## src/rtl/spi_cfg_loader.sv

```systemverilog
module spi_cfg_loader #(
  parameter int CNT_W = 16,
  parameter int DIV_W = 8
) (
  input  logic             clk,
  input  logic             rst_n,
  input  logic             start,
  input  logic [2:0]       variant,
  input  logic [23:0]      start_addr,
  input  logic [CNT_W-1:0] byte_count,
  input  logic [DIV_W-1:0] clk_div,
  input  logic             abort,
  output logic             cs_n,
  output logic             sclk,
  output logic             mosi,
  input  logic             miso,
  output logic             hold_n,
  output logic             wp_n,
  output logic [7:0]       out_data,
  output logic             out_valid,
  input  logic             out_ready,
  output logic             busy,
  output logic             done,
  output logic             err
);
  localparam logic [5:0] HDR_BITS = 6'd32;

  typedef enum logic [1:0] {S_IDLE, S_RUN, S_GAP} state_t;

  state_t           state;
  logic [DIV_W:0]   divcnt;
  logic [DIV_W-1:0] halfm1;
  logic [5:0]       pcnt, hdr_len;
  logic [31:0]      tx;
  logic [6:0]       rx;
  logic [2:0]       bitn;
  logic [CNT_W-1:0] nbytes, count_l;
  logic             last;

  logic [7:0] sel_op;
  logic [5:0] sel_dummy;
  logic       sel_ok;

  always_comb begin
    sel_op = 8'h0B;
    sel_dummy = 6'd0;
    sel_ok = 1'b1;
    case (variant)
      3'b000: begin sel_op = 8'h03; sel_dummy = 6'd0;  end
      3'b001: begin sel_op = 8'h0B; sel_dummy = 6'd8;  end
      3'b010: begin sel_op = 8'h0B; sel_dummy = 6'd16; end
      default: sel_ok = 1'b0;
    endcase
  end

  logic tick, gap_end, pending, rise, fall, in_data;
  assign tick    = divcnt == {1'b0, halfm1};
  assign gap_end = divcnt == {halfm1, 1'b1};
  assign pending = out_valid && !out_ready;
  assign rise    = (state == S_RUN) && tick && !sclk && !pending;
  assign fall    = (state == S_RUN) && tick && sclk;
  assign in_data = pcnt == hdr_len;

  assign cs_n   = state != S_RUN;
  assign busy   = state != S_IDLE;
  assign mosi   = (state == S_RUN) && tx[31];
  assign hold_n = 1'b1;
  assign wp_n   = 1'b1;

  always_ff @(posedge clk or negedge rst_n) begin
    if (!rst_n) begin
      state     <= S_IDLE;
      divcnt    <= '0;
      halfm1    <= '0;
      pcnt      <= '0;
      hdr_len   <= HDR_BITS;
      tx        <= '0;
      rx        <= '0;
      bitn      <= '0;
      nbytes    <= '0;
      count_l   <= '0;
      last      <= 1'b0;
      sclk      <= 1'b0;
      out_data  <= '0;
      out_valid <= 1'b0;
      done      <= 1'b0;
      err       <= 1'b0;
    end else begin
      done <= 1'b0;
      if (out_valid && out_ready) out_valid <= 1'b0;
      case (state)
        S_IDLE: begin
          if (start) begin
            if (sel_ok) begin
              state   <= S_RUN;
              err     <= 1'b0;
              tx      <= {sel_op, start_addr};
              hdr_len <= HDR_BITS + sel_dummy;
              halfm1  <= (clk_div == '0) ? '0 : clk_div - 1'b1;
              count_l <= byte_count;
              nbytes  <= '0;
              pcnt    <= '0;
              bitn    <= '0;
              last    <= 1'b0;
              divcnt  <= '0;
              sclk    <= 1'b0;
            end else begin
              err <= 1'b1;
            end
          end
        end
        S_RUN: begin
          if (abort) begin
            state     <= S_GAP;
            sclk      <= 1'b0;
            divcnt    <= '0;
            out_valid <= 1'b0;
          end else begin
            if (!tick) divcnt <= divcnt + 1'b1;
            else if (rise || fall) divcnt <= '0;
            if (rise) begin
              sclk <= 1'b1;
              if (!in_data) begin
                pcnt <= pcnt + 6'd1;
              end else begin
                rx   <= {rx[5:0], miso};
                bitn <= bitn + 3'd1;
                if (bitn == 3'd7) begin
                  out_data  <= {rx, miso};
                  out_valid <= 1'b1;
                  nbytes    <= nbytes + 1'b1;
                  if (count_l != '0 && nbytes + 1'b1 == count_l) last <= 1'b1;
                end
              end
            end
            if (fall) begin
              sclk <= 1'b0;
              tx   <= {tx[30:0], 1'b0};
              if (last) begin
                state  <= S_GAP;
                divcnt <= '0;
              end
            end
          end
        end
        S_GAP: begin
          if (!gap_end) divcnt <= divcnt + 1'b1;
          else if (!out_valid) begin
            state <= S_IDLE;
            done  <= 1'b1;
          end
        end
        default: state <= S_IDLE;
      endcase
    end
  end
endmodule


```

## config.mk

```make
export PLATFORM = sky130hd
export DESIGN_NAME = spi_cfg_loader
export DESIGN_NICKNAME = d
export VERILOG_FILES = /design/src/rtl/spi_cfg_loader.sv
export SDC_FILE = /design/constraint.sdc
export NUM_CORES = 1
export LEC_CHECK = 0
export BUFFER_PORTS_ARGS = -buffer_cell sky130_fd_sc_hd__buf_2
export CORE_MARGIN = 4
export CORE_UTILIZATION = 59
export DETAILED_ROUTE_END_ITERATION = 16
export GPL_ROUTABILITY_DRIVEN = 0
export PLACE_DENSITY = 0.91
export SLEW_MARGIN = 15
export SYNTH_ARGS = -nofsm -noshare
export SYNTH_HDL_FRONTEND = slang
export SYNTH_SLANG_ARGS = --single-unit
```

## constraint.sdc

```tcl
create_clock -name clk -period 3.43 [get_ports clk]
set_input_delay 0.1715 -clock clk [delete_from_list [all_inputs] [get_ports clk]]
set_output_delay 0.1715 -clock clk [all_outputs]
set_load 0.05 [all_outputs]
```

**Word level (Yosys, flattened, before mapping)**

Index checks and enable logic that the tools add are counted.

- Register bits: 118
- Latch bits: 0
- Bits in writable memories: 0
- Memory bits (read-only): 0
- Output and inout port bits: 17
- Word-level logic and storage cells: 147
- Memories kept: 0

- $add $sub $neg: 6
- Multipliers: 0
- Div/mod/pow operators: 0
- Magnitude comparators: 0
- Equal/unequal tests: 25
- Shift operators: 0
- Muxes and demuxes: 67
- Bitwise gates (word level): 1
- Reductions and logical operators: 32

Operator list:

| kind | count |
|---|---|
| $mux 32 | 4 |
| $mux 16 | 6 |
| $mux 9 | 8 |
| $pmux 32 s2 | 1 |
| $pmux 16 s2 | 1 |
| $mux 6 | 5 |
| $pmux 9 s3 | 1 |
| $mux 1 | 21 |
| $ne 2x2->1 const B | 10 |
| $reduce_and 6->1 | 3 |
| $add 16x1->16 const B | 1 |
| $eq 16x16->1 | 1 |
| $reduce_bool 16->1 | 1 |
| $mux 3 | 5 |
| $mux 2 | 7 |
| $pmux 6 s2 | 1 |
| $reduce_and 4->1 | 3 |
| $pmux 5 s2 | 1 |
| $reduce_and 5->1 | 2 |
| $add 9x1->9 const B | 1 |
| $eq 9x8->1 | 1 |
| $eq 9x9->1 | 1 |
| $logic_and 1x1->1 | 8 |
| $logic_not 8->1 | 1 |
| other kinds (30) | 37 |

**Longest topological paths before layout**

Gate-level depths: netlist of the first run.

- Depth after elaboration: 11
- Depth in mapped cells: 10
- Mapped depth without buffers: 8

**Worst setup path after synthesis of the first run**

No wires, ideal clock.

- Path kind: register -> register
- Start: reg state[1]
- End: reg state[0]
- Arrival: 2296 ps
- Setup slack: 1006 ps
- Cell stages (with the launch flop): 9
- Period minus slack after synthesis: 2424 ps
- Cells stage by stage: dfrtp_1 > inv_1 > ha_1 > clkbuf_1 > inv_1 > clkbuf_1 > nor2_1 > a221oi_1 > mux2_1

- Cells in the longest elaborated chain, start to end: 5
- Elaborated cells between the ends (all ways): 13

RTL lines:

| what | line | source |
|---|---|---|
| from (decl) | 30 | `state_t state;` |
| from (signal assigned) | 72 | `state <= S_IDLE;` |
| from (signal assigned) | 95 | `state <= S_RUN;` |
| from (signal assigned) | 114 | `state <= S_GAP;` |
| $eq 2x1->1 | 61, 91 |  |
| $logic_and 1x1->1 (2 in a row) | 61 | `assign fall = (state == S_RUN) && tick && sclk;` |
| $ne 3x3->1 (no line) | - |  |
| $reduce_and 6->1 (no line) | - |  |

Several ways; a longest one is shown, not always the timed one.
A chain may end at the register's enable or synchronous reset.

**Worst setup path in the final report of the first run**

- Start: reg state[1]
- End: reg out_valid

- Cells in the longest elaborated chain, start to end: 7

RTL lines:

| what | line | source |
|---|---|---|
| $eq 2x1->1 (*) | 60, 91 |  |
| $logic_and 1x1->1 (3 in a row) | 60 | `assign rise = (state == S_RUN) && tick && !sclk && !pending;` |
| $mux 1 | 121 | `if (rise) begin` |
| $mux 1 | 113 | `if (abort) begin` |
| $mux 1 (*) | 91 | `case (state)` |
| to (signal assigned) | 90 | `if (out_valid && out_ready) out_valid <= 1'b0;` |
| to (signal assigned) | 117 | `out_valid <= 1'b0;` |
| to (signal assigned) | 130 | `out_valid <= 1'b1;` |
| to (decl) | 20 | `output logic out_valid,` |

Every way passes the cells marked *; elsewhere a longest branch is shown, timed or not.

==> summary.md, run 1 <==
| Metric | Value |
|---|---|
| Fin. max-slew vios | `0` |
| Largest net degree at the start of global routing | `68` |
| RR Startpoint | `state[1]` |
| DRT iter0 DRCs | `608` |
| Clock Latency Late Sink | `around 530 ps` |
| Maximum clock frequency | `~330 MHz` |
| Max-cap violations | `0` |
| Post-synth EDFFs | `0` |
| Final setup fails | `0` |
| Met2 Use GR | `0.524` |
| Number of nets in the layout | `between 800 and 900` |
| CP arrival | `around 3500 ps` |
| GRT Resource Usage Total | `0.291` |
| Hold Crit Class | `in -> reg` |
| Die Area | `between 0.01 and 0.015 sq mm` |
| Critical Path Max Stage Delay | `~650 ps` |
| # clock sinks | `~110` |
| Sequential power share | `0.353` |
| Worst hold start | `clk_div[1]` |
| Syn Inst Count | `~650` |
| Post-layout min period | `3040 ps` |
| CTS Hold Bufs | `48` |
| Antenna diodes | `0` |
| Int Pwr | `3.98 mW` |
| Port Buffers | `between 70 and 80` |
| Critical path class | `reg -> reg` |
| DRC errors left | `0` |
| Via count | `approximately 5,500` |
| Setup TNS | `0 ps` |
| Avg Cell Area, Syn | `~9.9 sq um` |
| Global-route wire length before repair | `between 20,000 and 30,000 um` |
| Max-slew headroom | `0.411` |
| Worst hold margin | `29.8 ps` |
| WL/cell | `about 20 um` |
| GRT Max-Usage Layer | `met2` |
| Postcts setup bufs | `0` |
| Placement Rows | `37` |
| #FFs+latches synth | `114` |
| Hold Path End | `halfm1[3]` |
| Post-Route WL | `~18,000 um` |
| R2R Path End | `out_valid` |
| R2R cell count | `8` |
| Synth cell types | `65` |
| Crit Path Max Fanout | `35` |
| Post-cts sizing count | `0` |
| RSZ-0062 raised after global routing | `no` |
| CTS root buf | `clkbuf_8` |
| CP cell instances | `inv_1 > ha_2 > buf_4 > inv_1 > nor3_1 > nor2_1 > a21oi_1 > dlygate4sd3_1` |
| Yosys Warn Count | `0` |
| Drt pass-1 iters | `6` |
| Detailed placement HPWL | `between 10,000 and 15,000 um` |
| Worst Clk Skew | `~10 ps` |
| Total CTS buffers | `17` |
| Fin. Hold Viols | `0` |
| Area delta synth->final | `23.3%` |
| Run status | `complete, no violations` |
| CTS Buffer Depth | `2` |
| H-tree depth | `4` |
| Met1 usage | `0.343` |
| Synthesized cell area | `0.00641 sq mm` |
| Post-DRT Antenna Nets | `0` |
| Top delay family on crit path | `buffers and inverters` |
| R2r setup slk | `390 ps` |
| Pleak | `3.51 nW` |
| Initial antenna violation count | `0` |
| Share of flip-flops with an asynchronous set or reset | `1.00` |
| Most frequent cell on the critical path | `inv_1` |
| Grt ovf | `0` |
| WHS Path Cells | `4` |
| Met3 GRT Util | `0.0647` |
| Ports | `74` |
| Fraction of layout cells with a size suffix above 1 | `0.211` |
| Area of the core | `0.0105 sq mm` |
| Sw frac | `0.391` |
| Initial Utilization | `0.612` |
| Switching power total | `between 2 and 3 mW` |
| PD cells | `829 mW/mm^2` |
| Critical Path Sink Type | `flop` |
| CP max-delay cell | `ha_2` |
| CP startpoint kind | `flop` |
| Main synth FF type | `dfrtp_1` |
| Sequential fraction of the synthesis area | `0.445` |
| Die H | `112 um` |
| Die X | `roughly 110 um` |
| Worst Tran Pin Value | `slightly below 900 ps` |
| Peak VDD IR | `0.507 mV` |
| CP Buf/Inv Count | `4` |
| Vias per cell | `~6.1` |
| Crit path required time | `around 4000 ps` |
| Clock network power share | `0.274` |
| Clock transition at path regs | `around 60 ps` |
| Vias in the first global route | `between 5,000 and 6,000` |
| Fin crit share | `0.886` |
| CTS tree | `done` |
| Combinational group share of total power | `0.373` |
per-layer routing:
metal	part of all wire	wire length (um)
met3	0.062	1090
met1	0.39	6810
met5	0	0
met4	0.031	545
met2	0.52	9150
cells in the mapped netlist (6+ instances only):
master    instances  area (sq um)
nand3_1          26           130
xor2_1           18           158
nor2_1           30           113
nor2b_1           7          43.8
mux2_2           40           450
buf_2             8          40.0
clkbuf_1         25          93.8
mux2_1           28           315
dfrtp_1         114          2850
nand2b_1         13          81.3
mux2i_1           9          90.1
and2_1            6          37.5
xnor2_1          29           254
ha_1             12           150
nor4_1           12          75.1
inv_1            21          78.8
nand4_1           8          50.1
o21ai_0          33           165
nor3_1           17          85.1
nand2_1          87           327
o311ai_1          8          70.1
a21oi_1           9          45.0
worst min-delay path, stage by stage:
cell	delay [ps]
buf_2	90
nor3_1	60
xnor2_1	120
o21ai_0	70
flip-flops by register name, summed over array words and instances (netlist names), 2 cells and up:
signal	flops
tx	32
count_l	16
nbytes	16
divcnt	9
halfm1	8
out_data	8
rx	7
pcnt	6
bitn	3
hdr_len	2
state	2
through the flow:
stage	cell area (sq um)	utilization	total power, mW	setup WS (ps)	instances
floorplan	6410	-	4.00	1010	646
global placement	6820	0.652	4.41	722	820
detailed placement	6820	0.652	4.58	605	820
CTS	7900	0.755	6.44	475	899
global route	7900	0.755	6.90	263	899
finish	7900	0.755	6.55	392	899
power groups by stage:
| stage | clock network [mW] | registers, mW | logic (mW) |
|---|---|---|---|
| 2_1_floorplan | 0 | 2.10 | 1.91 |
| 3_3_place_gp | 0 | 2.24 | 2.17 |
| 3_5_place_dp | 0 | 2.29 | 2.30 |
| 4_1_cts | 1.79 | 2.27 | 2.38 |
| 5_1_grt | 1.87 | 2.37 | 2.66 |
| 6_report | 1.80 | 2.31 | 2.44 |
cell type report:
type | count | area [sq um]
well taps | 136 | 170
multi-input cells | 472 | 3300
clock buffers | 19 | 442
flip-flops and latches | 114 | 2850
fillers | 624 | 2560
clock inverters | 12 | 156
repair buffers | 125 | 896
inverters | 21 | 78.8
cell families (layout without fill, tap and decap cells):
family,Yosys count,in the layout,synth area share
xor gates and xnor gates,47,47,0.0642
muxes,77,77,0.134
and+or+nand+nor,234,234,0.183
other,1,2,0.000585
buffers and inverters,60,177,0.0414
DFF,114,114,0.445
AOI/OAI and AO/OA,100,100,0.109
adders and majority gates,12,12,0.0234
worst max-delay path by stage:
stage | start | endpoint | cells past startpoint | slack (ps)
final | state[1] | out_valid | 8 | 390
after global routing | state[1] | out_valid | 8 | 260
after CTS | state[1] | out_valid | 8 | 470
after detailed placement | state[1] | pcnt[2] | 8 | 600
after global placement | state[1] | pcnt[2] | 8 | 720
after floorplan | state[1] | state[0] | 8 | 1010
layout by cell type (no fill, tap or decap), types with 8 or more instances in the layout:
cell type      Yosys  layout
clkbuf_16          0      16
nand2b_1          13      13
buf_2              8      70
o311ai_1           8       8
nand3_1           26      26
nor3_1            17      17
mux2_1            28      28
mux2i_1            9       9
ha_1              12      11
dlygate4sd3_1      0      48
inv_1             21      21
a21oi_1            9       8
nor2_1            30      30
nand2_1           87      87
o21ai_0           33      33
xor2_1            18      18
xnor2_1           29      29
mux2_2            40      40
nor4_1            12      12
dfrtp_1          114     114
nand4_1            8       8
Note: power is estimated with default switching activity, not from simulation.
==> inputs of run 2 (changes only) <==
CORE_UTILIZATION = 55   (was 59)
PLACE_DENSITY = 0.87   (was 0.91)
==> summary.md, run 2 (synthesis results as in run 1) <==
| Metric | Value |
|---|---|
| GRT Resource Usage Total | `0.240 (-0.0506)` |
| Number of nets in the layout | `793 (-3.3%)` |
| Peak VDD IR | `0.596 mV (+17%)` |
| R2R cell count | `8 (unchanged)` |
| Grt ovf | `0 (unchanged)` |
| Placement Rows | `39 (+5.4%)` |
| CP max-delay cell | `ha_2` |
| Post-Route WL | `15,400 um (-12%)` |
| Max FFs per register | `32 (unchanged)` |
| Fillers | `807 (+29%)` |
| Pleak | `3.41 nW (-3.1%)` |
| Most frequent cell on the critical path | `inv_1` |
| Most frequent cells in the layout | `dfrtp_1 (114), nand2_1 (87), buf_2 (70)` |
| Post-layout min period | `2860 ps (-173 ps)` |
| Critical Path Sink Type | `flop` |
| Via count | `5,278 (-4.5%)` |
| CP arrival | `3140 ps (-350 ps)` |
| Maximum clock frequency | `349 MHz (+6.0%)` |
| Vias in the first global route | `5,449 (-4.5%)` |
| Sequential power share | `0.354 (about the same)` |
| Final setup fails | `0 (unchanged)` |
| Critical path class | `reg -> reg` |
| Int Pwr | `4.00 mW (+0.32%)` |
| Hold Path End | `out_valid` |
| Clock transition at path regs | `50 ps (about the same)` |
| H-tree depth | `4 (unchanged)` |
| Crit Path Max Fanout | `35 (unchanged)` |
| Worst Clk Skew | `10.0 ps (-0.204 ps)` |
| Area delta synth->final | `18.9%` |
| Clock network power share | `0.279 (+0.005)` |
| CTS tree | `done` |
| DRT iter0 DRCs | `411 (-32%)` |
| Hold Crit Class | `in -> reg` |
| Worst Tran Pin Value | `1040 ps (+152 ps)` |
| Postcts setup bufs | `0 (unchanged)` |
| DRC errors left | `0 (unchanged)` |
| Switching power total | `2.40 mW (-6.3%)` |
| Port Buffers | `71 (unchanged)` |
| Initial Utilization | `0.561 (-0.0513)` |
| R2r setup slk | `570 ps (+170 ps)` |
| Max-slew headroom | `0.309 (-0.101)` |
| CP cell instances | `inv_1 > ha_2 > buf_4 > inv_1 > a41oi_1 > a2111oi_0 > xnor2_1 > nor2_1` |
| Post-cts sizing count | `0 (unchanged)` |
| Worst hold start | `abort` |
| Initial antenna violation count | `0 (unchanged)` |
| Max-cap violations | `0 (unchanged)` |
| Largest net degree at the start of global routing | `83 (+22%)` |
| Pwr Total | `6.40 mW (-2.3%)` |
| PD cells | `840 mW/mm^2 (+1.4%)` |
| Fin crit share | `0.835 (-0.0504)` |
| Antenna diodes | `0 (unchanged)` |
| Run status | `complete, no violations` |
| Setup TNS | `0 ps (unchanged)` |
| Critical Path Max Stage Delay | `630 ps (-20 ps)` |
| Clock Latency Late Sink | `420 ps (-110 ps)` |
| Die H | `116 um (+3.3%)` |
| CTS root buf | `clkbuf_16` |
| Combinational group share of total power | `0.367 (-0.006)` |
| R2R Path End | `pcnt[2]` |
| Vias per cell | `6.00 (-2.3%)` |
| Fraction of layout cells with a size suffix above 1 | `0.217 (+0.00638)` |
| Top reg by flops | `tx` |
| Placement Setup Slack | `622 ps (+17.5 ps)` |
| Post-DRT Antenna Nets | `0 (unchanged)` |
| Global-route wire length before repair | `25,500 um (-14%)` |
| RSZ-0062 raised after global routing | `no` |
| Commonest non-fill, non-tap cell in the layout | `dfrtp_1` |
| Ports | `74 (unchanged)` |
| Layout Cells excl Fill | `879 (-2.2%)` |
| Die Area | `0.0134 sq mm (+6.7%)` |
| Dpl cells | `829 (+1.1%)` |
| WL/cell | `17.6 um (-10%)` |
| Area of the core | `0.0114 sq mm (+9.1%)` |
| Setup slack after layout | `565 ps (+173 ps)` |
| CP startpoint kind | `flop` |
| Total CTS buffers | `17 (unchanged)` |
| CTS Buffer Depth | `2 (unchanged)` |
| WHS Path Cells | `2 (-2)` |
| Top delay family on crit path | `buffers and inverters` |
| Die X | `116 um (+3.3%)` |
| Top flop regs | `tx x32, count_l x16, nbytes x16` |
| Detailed placement HPWL | `10,300 um (-3.1%)` |
| CTS Hold Bufs | `19 (-60%)` |
| Sw frac | `0.375 (-0.0160)` |
| CP Buf/Inv Count | `3 (-1)` |
| Fin. Hold Viols | `0 (unchanged)` |
| RR Startpoint | `state[1]` |
| Fin. max-slew vios | `0 (unchanged)` |
| Crit path required time | `3710 ps (-180 ps)` |
| Drt pass-1 iters | `5 (-1)` |
| # clock sinks | `114 (unchanged)` |
[run 2: worst max-delay path by stage]
stage                     startpoint  slack, ps  depth (start not counted)   endpoint
final                       state[1]        570                          8    pcnt[2]
after global routing       divcnt[5]        420                          6  nbytes[4]
after CTS                   state[1]        630                          8    pcnt[2]
after detailed placement    state[1]        620                          8    pcnt[2]
after global placement      state[1]        770                          8    pcnt[2]
after floorplan             state[1]       1010                          8   state[0]
[run 2: power by group through the flow]
stage                     Combinational [mW]  Sequential (mW)  Clock, mW
after floorplan                         1.91             2.10          0
final                                   2.35             2.27       1.78
after global routing                    2.61             2.32       1.87
after CTS                               2.35             2.25       1.80
after detailed placement                2.29             2.26          0
after global placement                  2.17             2.22          0
[run 2: stage by stage]
step / utilization / hold slack, ps / area [sq um]
2_1_floorplan: - / -124 / 6410
3_3_place_gp: 0.598 / 362 / 6830
3_5_place_dp: 0.598 / 369 / 6830
4_1_cts: 0.667 / 3.46 / 7620
5_1_grt: 0.667 / 17.0 / 7620
6_report: 0.667 / 23.9 / 7620
[run 2: layout make-up]
class,count,area [sq um],area share
clock inverters,9,131,0.0172
inverters,21,78.8,0.0103
clock buffers,22,464,0.0609
well taps,143,179,0.0235
flip-flops and latches,114,2850,0.374
repair buffers,98,608,0.0798
multi-input cells,472,3300,0.434
[run 2: per-layer routing]
| metal | part of all wire | global-route usage | wire (um) | vias up |
|---|---|---|---|---|
| met5 | 0 | 0 | 0 | - |
| met2 | 0.50 | 0.404 | 7800 | 248 |
| li1 | - | - | - | 2446 |
| met3 | 0.067 | 0.0627 | 1030 | 53 |
| met4 | 0.028 | 0.108 | 434 | 0 |
| met1 | 0.40 | 0.291 | 6180 | 2531 |
==> inputs of run 3 (changes only) <==
clock period = 2.9 ns   (was 3.43 ns; I/O delays follow)
==> summary.md, run 3 (synthesis results as in run 1) <==
| Metric | Value |
|---|---|
| Run status | `complete, no violations` |
| Hold Crit Class | `in -> reg` |
| Worst hold start | `clk_div[7]` |
| Multi-input logic area | `0.00331 sq mm (about the same)` |
| Setup TNS | `0 ps (unchanged)` |
| H-tree depth | `4 (unchanged)` |
| Total CTS buffers | `17 (unchanged)` |
| CP startpoint kind | `flop` |
| Detailed placement HPWL | `10,400 um (+0.78%)` |
| Final core occ | `0.677 (+0.00942)` |
| Fin. max-slew vios | `0 (unchanged)` |
| Clock transition at path regs | `60 ps (about the same)` |
| Ports | `74 (unchanged)` |
| Vias in the first global route | `5,544 (+1.7%)` |
| Seq. cell area | `0.00285 sq mm (unchanged)` |
| Maximum clock frequency | `374 MHz (+7.2%)` |
| Crit Path Max Fanout | `32 (-8.6%)` |
| Post-DRT Antenna Nets | `0 (unchanged)` |
| CTS tree | `done` |
| CP arrival | `2960 ps (-180 ps)` |
| Max-slew headroom | `0.497 (+0.187)` |
| Top reg by flops | `tx` |
| Port Buffers | `71 (unchanged)` |
| Fin crit share | `0.921 (+0.0860)` |
| Post-layout min period | `2670 ps (-193 ps)` |
| Top flop regs | `tx x32, count_l x16, nbytes x16` |
| Die Area | `0.0134 sq mm (unchanged)` |
| Placement Rows | `39 (unchanged)` |
| WL/cell | `17.4 um (-0.91%)` |
| Max FFs per register | `32 (unchanged)` |
| Grt ovf | `0 (unchanged)` |
| Vias per cell | `5.98 (-0.43%)` |
| Initial antenna violation count | `0 (unchanged)` |
| Post-Route WL | `15,400 um (-0.12%)` |
| Clock Latency Late Sink | `420 ps (about the same)` |
| # clock sinks | `114 (unchanged)` |
| RR Startpoint | `divcnt[5]` |
| Area of the core | `0.0114 sq mm (unchanged)` |
| Area delta synth->final | `20.6%` |
| Crit path required time | `3190 ps (-520 ps)` |
| Fillers | `829 (+2.7%)` |
| Number of nets in the layout | `800 (+0.88%)` |
| PD cells | `1000 mW/mm^2 (+19%)` |
| Post-route cell area | `0.00773 sq mm (+1.4%)` |
| Fin. Hold Viols | `0 (unchanged)` |
| RSZ-0062 raised after global routing | `no` |
| Global-route wire length before repair | `25,700 um (+0.76%)` |
| CTS Buffer Depth | `2 (unchanged)` |
| Most frequent cells in the layout | `dfrtp_1 (114), nand2_1 (87), buf_2 (70)` |
| CTS root buf | `clkbuf_16` |
| Antenna diodes | `0 (unchanged)` |
| Worst setup path start | `divcnt[5]` |
| Die H | `116 um (unchanged)` |
| DRT iter0 DRCs | `391 (-4.9%)` |
| Critical path class | `reg -> reg` |
| Initial Utilization | `0.561 (unchanged)` |
| Via count | `5,297 (+0.36%)` |
| Peak VDD IR | `0.990 mV (+66%)` |
| Max-cap violations | `0 (unchanged)` |
| Fraction of layout cells with a size suffix above 1 | `0.223 (+0.00603)` |
| Drt pass-1 iters | `5 (unchanged)` |
| Postcts setup bufs | `0 (unchanged)` |
| Critical Path Sink Type | `flop` |
| Pleak | `3.45 nW (+1.3%)` |
| Worst Tran Pin Value | `755 ps (-281 ps)` |
| GRT Resource Usage Total | `0.243 (+0.00287)` |
| Worst Clk Skew | `9.63 ps (-0.385 ps)` |
| Die X | `116 um (unchanged)` |
| Commonest non-fill, non-tap cell in the layout | `dfrtp_1` |
| DRC errors left | `0 (unchanged)` |
| Largest net degree at the start of global routing | `59 (-29%)` |
| Post-DP Area | `0.00688 sq mm (+0.62%)` |
| Final setup fails | `0 (unchanged)` |
[run 3: changes by cell type in the layout (fill, tap and decap cells not counted)]
| cell | change |
|---|---|
| clkinvlp_4 | +2 |
| clkbuf_8 | +1 |
| clkinv_2 | -1 |
| buf_12 | +1 |
| and3_2 | +1 |
| and3_1 | -1 |
| a2111oi_0 | -1 |
| bufinv_16 | +1 |
| clkinv_4 | -2 |
| a2111oi_1 | +1 |
| buf_4 | +3 |
| clkbuf_1 | -1 |
| dlygate4sd3_1 | +3 |
[run 3: final timing paths]
| path | to | slack (ps) | cells after the start |
|---|---|---|---|
| min | halfm1[7] | 50 | 3 |
| min reg2reg | tx[20] | 480 | 1 |
| max | tx[23] | 230 | 7 |
| max reg2reg | tx[23] | 230 | 7 |
| max in group asynchronous | tx[7] | 1780 | 3 |
| min in group asynchronous | count_l[7] | 340 | 2 |
[run 3: power breakdown]
group | switching [mW] | internal, mW
clock | 0.723 | 1.50
sequential | 0.553 | 2.12
combinational | 1.59 | 1.25
total | 2.87 | 4.87
[run 3: through the flow]
stage | power, mW | setup WS [ps] | cells | hold WS [ps]
after CTS | 7.75 | 220 | 886 | 21.2
after floorplan | 4.74 | 476 | 646 | -151
after global routing | 8.21 | 13.7 | 886 | 62.7
after detailed placement | 5.45 | 221 | 833 | 261
final | 7.74 | 228 | 886 | 45.5
after global placement | 5.24 | 398 | 833 | 241
[run 3: final cells by class]
class                      count  share of cell area
clock inverter                 9              0.0199
clock buffer                  22              0.0614
multi-input combinational    472               0.428
inverter                      21              0.0102
timing repair buffer         105              0.0881
tap                          143              0.0232
sequential                   114               0.369
[run 3: per-layer routing]
metal | GRT usage | wire length (um) | share of wire | vias to the layer above
met5 | 0 | 0 | 0 | -
met4 | 0.130 | 583 | 0.038 | 0
met3 | 0.0642 | 966 | 0.063 | 58
met2 | 0.413 | 7750 | 0.50 | 218
met1 | 0.281 | 6130 | 0.40 | 2562
li1 | - | - | - | 2459
[run 3: timing repair]
item / 4_1_cts / 5_1_grt
hold buffers: 22 / 0
resized for setup: 0 / 2
setup endpoints to repair: 0 / 1
hold endpoints to repair: 78 / 0
[run 3: critical path, cell delays in order (launching register included)]
cell and delay [ps]:
dfrtp_1 470, xor2_1 200, nor3_1 390, nand3_2 240
or3_1 410, a21o_1 200, buf_4 250, mux2_1 380
